==> config.mk <==
export PLATFORM = sky130hd
export DESIGN_NAME = fsk_phase_disc
export DESIGN_NICKNAME = d
export VERILOG_FILES = /design/src/rtl/fpd_pkg.sv /design/src/rtl/fpd_front.sv /design/src/rtl/fpd_div.sv /design/src/rtl/fpd_angle.sv /design/src/rtl/fpd_step.sv /design/src/rtl/fsk_phase_disc.sv
export SDC_FILE = /design/constraint.sdc
export NUM_CORES = 1
export LEC_CHECK = 0
export ABC_CLOCK_PERIOD_IN_PS = 5800
export BUFFER_PORTS_ARGS = -buffer_cell sky130_fd_sc_hd__buf_4
export CORE_MARGIN = 1
export CORE_UTILIZATION = 58
export DETAILED_ROUTE_END_ITERATION = 8
export PLACE_DENSITY = 0.83
export SLEW_MARGIN = 20
export SYNTH_ARGS = -nofsm -noshare
export SYNTH_HDL_FRONTEND = slang
export SYNTH_SLANG_ARGS = --single-unit
==> constraint.sdc <==
create_clock -name clk -period 5.8 [get_ports clk]
set_input_delay 1.16 -clock clk [delete_from_list [all_inputs] [get_ports clk]]
set_output_delay 1.16 -clock clk [all_outputs]
set_load 0.02 [all_outputs]
==> src/rtl/fpd_pkg.sv <==
package fpd_pkg;
  typedef struct packed {
    logic zero;   // I and Q both zero
    logic ineg;   // I < 0: use the 3/8-turn base
    logic nneg;   // ratio numerator negative: add the correction term
    logic qneg;   // Q < 0: negate the angle
  } fpd_side_t;
endpackage

==> src/rtl/fpd_front.sv <==
module fpd_front
  import fpd_pkg::*;
#(
  parameter int IN_W = 12,
  parameter int NW   = IN_W + 1
) (
  input  logic                   clk,
  input  logic                   rst,
  input  logic                   v_i,
  input  logic signed [IN_W-1:0] i_i,
  input  logic signed [IN_W-1:0] q_i,
  output logic                   v_o,
  output logic [NW-1:0]          num_o,
  output logic [NW-1:0]          den_o,
  output fpd_side_t              side_o
);
  localparam int EW = IN_W + 2;

  logic signed [EW-1:0] si, sq, aq, nraw, draw, mag;

  always_comb begin
    si = EW'(i_i);
    sq = EW'(q_i);
    aq = (sq < 0) ? -sq : sq;
    if (si >= 0) begin
      nraw = si - aq;
      draw = si + aq;
    end else begin
      nraw = si + aq;
      draw = aq - si;
    end
    mag = (nraw < 0) ? -nraw : nraw;
  end

  always_ff @(posedge clk) begin
    if (rst) v_o <= 1'b0;
    else     v_o <= v_i;
  end

  always_ff @(posedge clk) begin
    num_o       <= mag[NW-1:0];
    den_o       <= draw[NW-1:0];
    side_o.zero <= (i_i == '0) && (q_i == '0);
    side_o.ineg <= i_i[IN_W-1];
    side_o.nneg <= nraw[EW-1];
    side_o.qneg <= q_i[IN_W-1];
  end
endmodule

==> src/rtl/fpd_div.sv <==
module fpd_div
  import fpd_pkg::*;
#(
  parameter int NW = 13,
  parameter int FR = 13,
  parameter int QW = FR + 1
) (
  input  logic          clk,
  input  logic          rst,
  input  logic          v_i,
  input  logic [NW-1:0] num_i,
  input  logic [NW-1:0] den_i,
  input  fpd_side_t     side_i,
  output logic          v_o,
  output logic [QW-1:0] quo_o,
  output fpd_side_t     side_o
);
  localparam int ST = FR + 1;

  logic          vld   [ST];
  logic [NW:0]   rem   [ST];
  logic [NW-1:0] dnr   [ST];
  logic [QW-1:0] quo_r [ST];
  fpd_side_t     sd    [ST];

  for (genvar k = 0; k < ST; k++) begin : g_st
    if (k == 0) begin : g_int
      logic ge;
      assign ge = (num_i >= den_i);
      always_ff @(posedge clk) begin
        if (rst) vld[0] <= 1'b0;
        else     vld[0] <= v_i;
      end
      always_ff @(posedge clk) begin
        rem[0]   <= ge ? {1'b0, num_i - den_i} : {1'b0, num_i};
        dnr[0]   <= den_i;
        quo_r[0] <= QW'(ge);
        sd[0]    <= side_i;
      end
    end else begin : g_frac
      logic [NW:0] t;
      logic        ge;
      assign t  = {rem[k-1][NW-1:0], 1'b0};
      assign ge = (t >= {1'b0, dnr[k-1]});
      always_ff @(posedge clk) begin
        if (rst) vld[k] <= 1'b0;
        else     vld[k] <= vld[k-1];
      end
      always_ff @(posedge clk) begin
        rem[k]   <= ge ? (t - {1'b0, dnr[k-1]}) : t;
        dnr[k]   <= dnr[k-1];
        quo_r[k] <= {quo_r[k-1][QW-2:0], ge};
        sd[k]    <= sd[k-1];
      end
    end
  end

  assign v_o    = vld[ST-1];
  assign quo_o  = quo_r[ST-1];
  assign side_o = sd[ST-1];
endmodule

==> src/rtl/fpd_angle.sv <==
module fpd_angle
  import fpd_pkg::*;
#(
  parameter int PH_W = 16,
  parameter int FR   = PH_W - 3,
  parameter int QW   = FR + 1
) (
  input  logic            clk,
  input  logic            rst,
  input  logic            v_i,
  input  logic [QW-1:0]   term_i,
  input  fpd_side_t       side_i,
  output logic            v_o,
  output logic [PH_W-1:0] ph_o,
  output logic            zero_o
);
  localparam logic [PH_W-1:0] BASE_LO = PH_W'(1 << FR);
  localparam logic [PH_W-1:0] BASE_HI = PH_W'(3 << FR);

  logic [PH_W-1:0] base, t, a, a_s;

  always_comb begin
    base = side_i.ineg ? BASE_HI : BASE_LO;
    t    = PH_W'(term_i);
    a    = side_i.nneg ? (base + t) : (base - t);
    a_s  = side_i.qneg ? (PH_W'(0) - a) : a;
  end

  always_ff @(posedge clk) begin
    if (rst) v_o <= 1'b0;
    else     v_o <= v_i;
  end

  always_ff @(posedge clk) begin
    ph_o   <= side_i.zero ? '0 : a_s;
    zero_o <= side_i.zero;
  end
endmodule

==> src/rtl/fpd_step.sv <==
module fpd_step #(
  parameter int PH_W = 16
) (
  input  logic            clk,
  input  logic            rst,
  input  logic            v_i,
  input  logic [PH_W-1:0] ph_i,
  input  logic            zero_i,
  output logic            out_valid,
  output logic [PH_W-1:0] out_diff,
  output logic            out_bit
);
  logic            primed;
  logic [PH_W-1:0] prev, dnext;

  assign dnext = ph_i - prev;

  always_ff @(posedge clk) begin
    if (rst) begin
      primed    <= 1'b0;
      prev      <= '0;
      out_valid <= 1'b0;
      out_diff  <= '0;
      out_bit   <= 1'b0;
    end else begin
      out_valid <= 1'b0;
      if (v_i) begin
        prev   <= ph_i;
        primed <= 1'b1;
        if (primed) begin
          out_valid <= 1'b1;
          if (!zero_i) begin
            out_diff <= dnext;
            out_bit  <= !dnext[PH_W-1] && (|dnext);
          end
        end
      end
    end
  end
endmodule

==> src/rtl/fsk_phase_disc.sv <==
module fsk_phase_disc
  import fpd_pkg::*;
#(
  parameter int IN_W = 12,
  parameter int PH_W = 16
) (
  input  logic                   clk,
  input  logic                   rst,
  input  logic                   in_valid,
  input  logic signed [IN_W-1:0] in_i,
  input  logic signed [IN_W-1:0] in_q,
  output logic                   out_valid,
  output logic [PH_W-1:0]        out_diff,
  output logic                   out_bit
);
  localparam int FR = PH_W - 3;
  localparam int QW = FR + 1;
  localparam int NW = IN_W + 1;

  logic            f_v, d_v, a_v, a_zero;
  logic [NW-1:0]   f_num, f_den;
  logic [QW-1:0]   d_quo;
  logic [PH_W-1:0] a_ph;
  fpd_side_t       f_side, d_side;

  fpd_front #(.IN_W(IN_W), .NW(NW)) front_i (
    .clk(clk), .rst(rst), .v_i(in_valid), .i_i(in_i), .q_i(in_q),
    .v_o(f_v), .num_o(f_num), .den_o(f_den), .side_o(f_side)
  );

  fpd_div #(.NW(NW), .FR(FR), .QW(QW)) div_i (
    .clk(clk), .rst(rst), .v_i(f_v), .num_i(f_num), .den_i(f_den),
    .side_i(f_side), .v_o(d_v), .quo_o(d_quo), .side_o(d_side)
  );

  fpd_angle #(.PH_W(PH_W), .FR(FR), .QW(QW)) angle_i (
    .clk(clk), .rst(rst), .v_i(d_v), .term_i(d_quo), .side_i(d_side),
    .v_o(a_v), .ph_o(a_ph), .zero_o(a_zero)
  );

  fpd_step #(.PH_W(PH_W)) step_i (
    .clk(clk), .rst(rst), .v_i(a_v), .ph_i(a_ph), .zero_i(a_zero),
    .out_valid(out_valid), .out_diff(out_diff), .out_bit(out_bit)
  );
endmodule

* After elaboration in Yosys (flattened, before gate mapping)
Memories as Yosys holds them, arrays and structs flattened. A register that Yosys moved wholly into a read port is not among the register bits.
Index checks and enable logic that the tools add are counted.
** Storage, ports and cells
- Output and inout bits :: 18
- Bits in read-only memories :: 0
- Bits in writable memories :: 644
- Latch bits :: 0
- Memories :: 5
- Bits in registers :: 83
- Input bits :: 27
- Logic and storage cells :: 122
** Memory list
- div_i.quo_r :: words 14, bits a word 14, read ports 14, clocked after memory_dff 0, write ports 14, RTL line fpd_div.sv:23 : logic [QW-1:0] quo_r [ST];
- div_i.rem :: words 14, bits a word 14, read ports 13, clocked after memory_dff 0, write ports 14, RTL line fpd_div.sv:21 : logic [NW:0] rem [ST];
- div_i.dnr :: words 14, bits a word 13, read ports 13, clocked after memory_dff 0, write ports 14, RTL line fpd_div.sv:22 : logic [NW-1:0] dnr [ST];
- div_i.sd :: words 14, bits a word 4, read ports 14, clocked after memory_dff 0, write ports 14, RTL line fpd_div.sv:24 : fpd_side_t sd [ST];
- div_i.vld :: words 14, bits a word 1, read ports 14, clocked after memory_dff 1, write ports 14, RTL line fpd_div.sv:20 : logic vld [ST];
** Cells by class
- Div/mod/pow operators :: 0
- Shift-type cells :: 0
- Magnitude comparators :: 17
- $mul :: 0
- Equality and inequality tests :: 0
- Multiplexer cells :: 39
- Bitwise operators :: 16
- Reduce and logical (&&, ||, !) cells :: 8
- $add $sub $neg :: 23
** Operators by type and width (count)
- $mux 14 :: 15
- $ge 14x13->1 :: 13
- $sub 14x13->14 :: 13
- $mux 13 :: 3
- $mux 16 :: 2
- $logic_not 12->1 :: 2
- $mux 1 :: 18
- $add 16x14->16 :: 1
- $reduce_or 16->1 :: 1
- $sub 1x16->16 const A :: 1
- $sub 16x14->16 :: 1
- $sub 16x16->16 :: 1
- $mux 15 :: 1
- $add 12x14->14 :: 1
- $lt 14x1->1 const B :: 1
- $neg 12->14 :: 1
- $or 1x1->1 :: 14
- $sub 12x14->14 :: 1
- $ge 13x13->1 :: 1
- $neg 13->13 :: 1
- $sub 13x12->13 :: 1
- $sub 13x13->13 :: 1
- $ge 12x1->1 const B :: 1
- $lt 12x1->1 const B :: 1
- 5 further kinds :: 7

* Logic depth before layout (Yosys ltp)
- Depth after elaboration :: 6
- Mapped depth :: 18
- Depth with buffers taken out :: 17

* By module
From an unflattened synthesis, not the netlist that was laid out.
** Second synthesis, totals
- Cells, all modules :: 2934
- Area, all modules :: 28573.7 µm²
** Modules (own cells, without submodules)
- fpd_div :: area each 21807.2 µm², instances 1, cells each 2103
- fpd_front :: area each 3301.9 µm², instances 1, cells each 415
- fpd_step :: area each 1998.2 µm², instances 1, cells each 238
- fpd_angle :: area each 1466.4 µm², instances 1, cells each 178

* Worst setup path before layout
No wires, ideal clock.
- Path type :: in2reg
- Start point :: input in_q[1]
- End point :: register front_i.num_o[4]
- Path buffers :: 2
- Arrival :: 4.374 ns
- Stages :: 16
- Data required time :: 5.675 ns
- Path slack :: 1.302 ns
- Setup time :: 0.125 ns
- Path through :: or3_1 or4_1 o21ai_0 xnor2_1 ha_1 clkbuf_1 o21a_1 nor2_1 o21ba_2 a211o_1 a21oi_1 o41ai_1 a31oi_1 clkbuf_1 a21oi_1 xor2_1
** Between the ends
- Cells in the longest elaborated chain, start to end :: 6
- Elaborated cells on any way between the ends :: 9
- Classes of those cells :: add/sub (4); order compare (2); mux (3)
** RTL lines
- start: declaration :: RTL line fsk_phase_disc.sv:11 : input logic signed [IN_W-1:0] in_q,
- $neg 12->14 / $lt 12x1->1 (equally long branches) :: RTL line fpd_front.sv:24 : aq = (sq < 0) ? -sq : sq;
- $mux 14 * :: RTL line fpd_front.sv:24
- $add 12x14->14 / $sub 12x14->14 (equally long branches)
- $mux 14 * :: RTL line fpd_front.sv:25 : if (si >= 0) begin
- $neg 13->13 / $lt 14x1->1 (equally long branches) :: RTL line fpd_front.sv:32 : mag = (nraw < 0) ? -nraw : nraw;
- $mux 13 * :: RTL line fpd_front.sv:32
- net front_i.mag[4] :: RTL line fpd_front.sv:19 : logic signed [EW-1:0] si, sq, aq, nraw, draw, mag;
- end signal: assignment :: RTL line fpd_front.sv:41 : num_o <= mag[NW-1:0];
- end: declaration :: RTL line fpd_front.sv:13 : output logic [NW-1:0] num_o,
Mark *: on every way through the listed nets, which the timed path passes. The rest lies on a longest branch.
A chain may end at the register's enable or synchronous reset.

* Final worst setup path
- Start point :: input in_q[0]
- End point :: register front_i.num_o[12]
Same word-level chain as after synthesis.

==> impl_metrics.yaml <==
drt:
  wire_per_inst_microns: 15.6
  detail_route.iter0.violations: 1157
  dr.pass1.iters: 7
  ant_nets: 0
  drc_errors: 0
  drt-total-wl_microns: 53100
  num_vias: 18557
  vias_per_cell: 5.47
critical_path:
  crit_top_cell: "xnor2_1"
  crit_start: "in_q[0]"
  path_class: "primary input to register"
  timing.rr.start: "div_i.dnr[0][15]"
  cpPeakStageDelay_ns: 0.49
  cp_cell_sequence: "buf_4 > inv_1 > ha_1 > nand2b_1 > or4_1 > o31ai_1 > xnor2_1 > ha_1 > inv_1 > o21ba_2 > a211o_1 > nor4b_1 > nor3_1 > xnor2_1 > a31oi_1 > xnor2_1"
  cp-start-kind: "primary input"
  crit_arrival_ns: 4.71
  cp.required_ns: 6.29
  cp_slowest_cell: "or4_1"
  endpoint_kind: "register"
  crit_fanout: 5
global_routing:
  globalRouteOverflowTotal: 0
  grt_use_met2_pct: 42.5
  antenna_found_initial: 0
  met1_usage_pct: 26.5
  grt_pass1_vias: 18938
  grt_pass1_wl_microns: 89000
  grt_util_all_layers_pct: 22.9
  busiest_layer: "met2"
  grt_max_degree: 52
  grtUsageMet3_pct: 3.41
timing:
  worst_pin_slew_ns: 0.981
  slew_headroom_pct: 34.5
  rsz0062_at_grt: "false"
  fin_crit_ns: 4.22
  skew_ns: 0.0229
  hold_viol_final: 0
  holdWs_ns: 0.309
  fin_crit_sh_pct: 72.8
  max_freq_ghz: 0.237
  tns_ns: 0
  setup-violations-final: 0
  finalMaxSlewViolations: 0
floorplanning:
  initial_core_util_pct: 59.3
  dieHeight_microns: 216
  ioPinCount: 45
  die_x_microns: 216
  core_area_sq_um: 44600
  num_rows: 77
  die_area_sq_um: 46500
yosys:
  ys_seq_area_share_pct: 45.1
  yosysTopAreaCell: "dfxtp_1"
  synth.avg_cell_area_sq_um: 9.83
  postSynthCellCount: 2689
  synth-seq-cells: 596
  synth_edf_count: 0
  ys_types: 76
  synth_top_area_share_pct: 45.1
  ys_top_cells_by_area: "dfxtp_1 (45%), ha_1 (11%), xnor2_1 (4.9%)"
  synth_common_cells: "dfxtp_1 (596), inv_1 (301), ha_1 (240)"
  synth_nets: 2974
  synth.cell_area_sq_um: 26400
  yosysWarnings: 0
  ys.flop_type: "dfxtp_1"
  postSynth.asyncResetShare_pct: 0
  yosysMostFrequentCell: "dfxtp_1"
clocking:
  cts-resized-gates: 0
  holdBufCountCts: 0
  cts_buffer_depth: 3
  post_cts_buffers: 0
  numCtsBuffers: 58
  clkSinkCount: 596
  clkTransAtPathRegs_ns: 0.06
  cts-root-buf: "clkbuf_16"
  insertion_delay_ns: 0.61
  htreeDepth: 2
  cts_tree: "done"
job:
  maxCapViolCount: 0
final_layout:
  utilization_pct: 66.4
  design_area_sq_um: 29600
  area_growth_pct: 12.0
  fin_nets: 3037
  fin_cells: 3392
  drive_above_1_share_pct: 11.2
  antennaDiodeCount: 0
  fill_cells: 3313
pwr:
  vdd_drop_max_mv: 0.390
  power.density_nw_per_um2: 724
  p_leak_nw: 13.6
min_path:
  min-delay-start: "div_i.sd[9][3]"
  hp-class: "register to register"
placed_design:
  dpl_cell_area_sq_um: 27400
  dp.cells: 3284
  io_buffers: 44
  routabilityCongestion: 0.917
  place_hpwl_microns: 39100
status:
  status: "complete, no violations"
-- sequential cells by signal (all words and copies together), names as in the netlist, 13 cells and up --
register,cells
div_i.dnr,169
div_i.rem,169
div_i.quo_r,105
div_i.sd,56
angle_i.ph_o,16
step_i.out_diff,16
step_i.prev,16
div_i.vld,14
front_i.num_o,13
-- placed cells by master, fill, tap and decap left out, types with 7 or more instances in the layout --
cell       count
dfxtp_1      596
inv_1        301
ha_1         240
nor2_1       152
xnor2_1      149
nand2_1      144
a21oi_1      133
mux2_2       107
o21ai_0       97
a21o_1        76
nor3_1        72
clkbuf_16     59
nor2b_1       56
nand3_1       56
xor2_1        55
buf_4         50
mux2i_1       39
o21a_1        30
o31ai_1       25
a211oi_1      23
a31oi_1       22
nand2b_1      21
and3_1        21
nand4_1       20
fa_1          18
a31o_2        16
a21boi_0      14
or3_1         13
bufinv_16     13
and2_1        11
or2_2         10
clkinv_2      10
a41oi_1        9
clkbuf_8       9
nor2_2         7
a221o_1        7
-- cell type report --
type,count,area [sq um],share of cell area [%]
clock buffers,71,1610,5.44
clock inverters,37,569,1.92
inverters,301,1130,3.82
multi-input cells,1745,13300,44.8
flip-flops and latches,596,11900,40.3
well taps,592,741,2.50
repair buffers,50,375,1.27
-- worst max-delay path, delay by kind of cell --
family | cells | cell delay [ns]
AND/OR/NAND/NOR | 4 | 1.03
buffers and inverters | 3 | 0.37
adder cells (fa/ha/maj) | 2 | 0.59
XOR/XNOR | 3 | 0.52
AO/OA/AOI/OAI | 4 | 1.04
-- worst paths after layout --
check	slack, ns	end	cells past startpoint
max	1.58	front_i.num_o[12]	16
min	0.31	div_i.sd[10][3]	0
max reg2reg	2.28	div_i.rem[0][30]	11
min reg2reg	0.31	div_i.sd[10][3]	0
-- through the flow --
step                total power (W)  setup slack, ns
finish                       0.0214             1.58
global route                 0.0230             1.37
CTS                          0.0214             1.64
detailed placement           0.0170             1.00
global placement             0.0166             1.05
floorplan                    0.0148             1.30
-- logic make-up (layout without fill, tap and decap cells) --
| family | count (synthesis) | after routing | synth area share [%] |
|---|---|---|---|
| AOI/OAI and AO/OA | 517 | 517 | 12.9 |
| xor gates and xnor gates | 204 | 204 | 6.76 |
| adders and majority gates | 258 | 258 | 12.7 |
| buffers and inverters | 348 | 459 | 4.98 |
| DFF | 596 | 596 | 45.1 |
| muxes | 146 | 146 | 6.03 |
| other | 2 | 2 | 0.0284 |
| and+or+nand+nor | 618 | 618 | 11.4 |
-- report_power, final --
part           internal [W]  switching, W  leakage, nW
Clock               0.00257       0.00159         1.06
Combinational       0.00504       0.00556         7.50
Sequential          0.00577      0.000915         5.00
Total                0.0134       0.00807         13.6
-- routing by layer --
| metal | share of wire [%] | up-vias | wire (microns) |
|---|---|---|---|
| li1 | - | 9293 | - |
| met1 | 42 | 8741 | 22300 |
| met2 | 52 | 397 | 27300 |
| met3 | 3.5 | 126 | 1870 |
| met4 | 2.9 | 0 | 1560 |
| met5 | 0 | - | 0 |
Note: power is estimated with default switching activity, not from simulation.
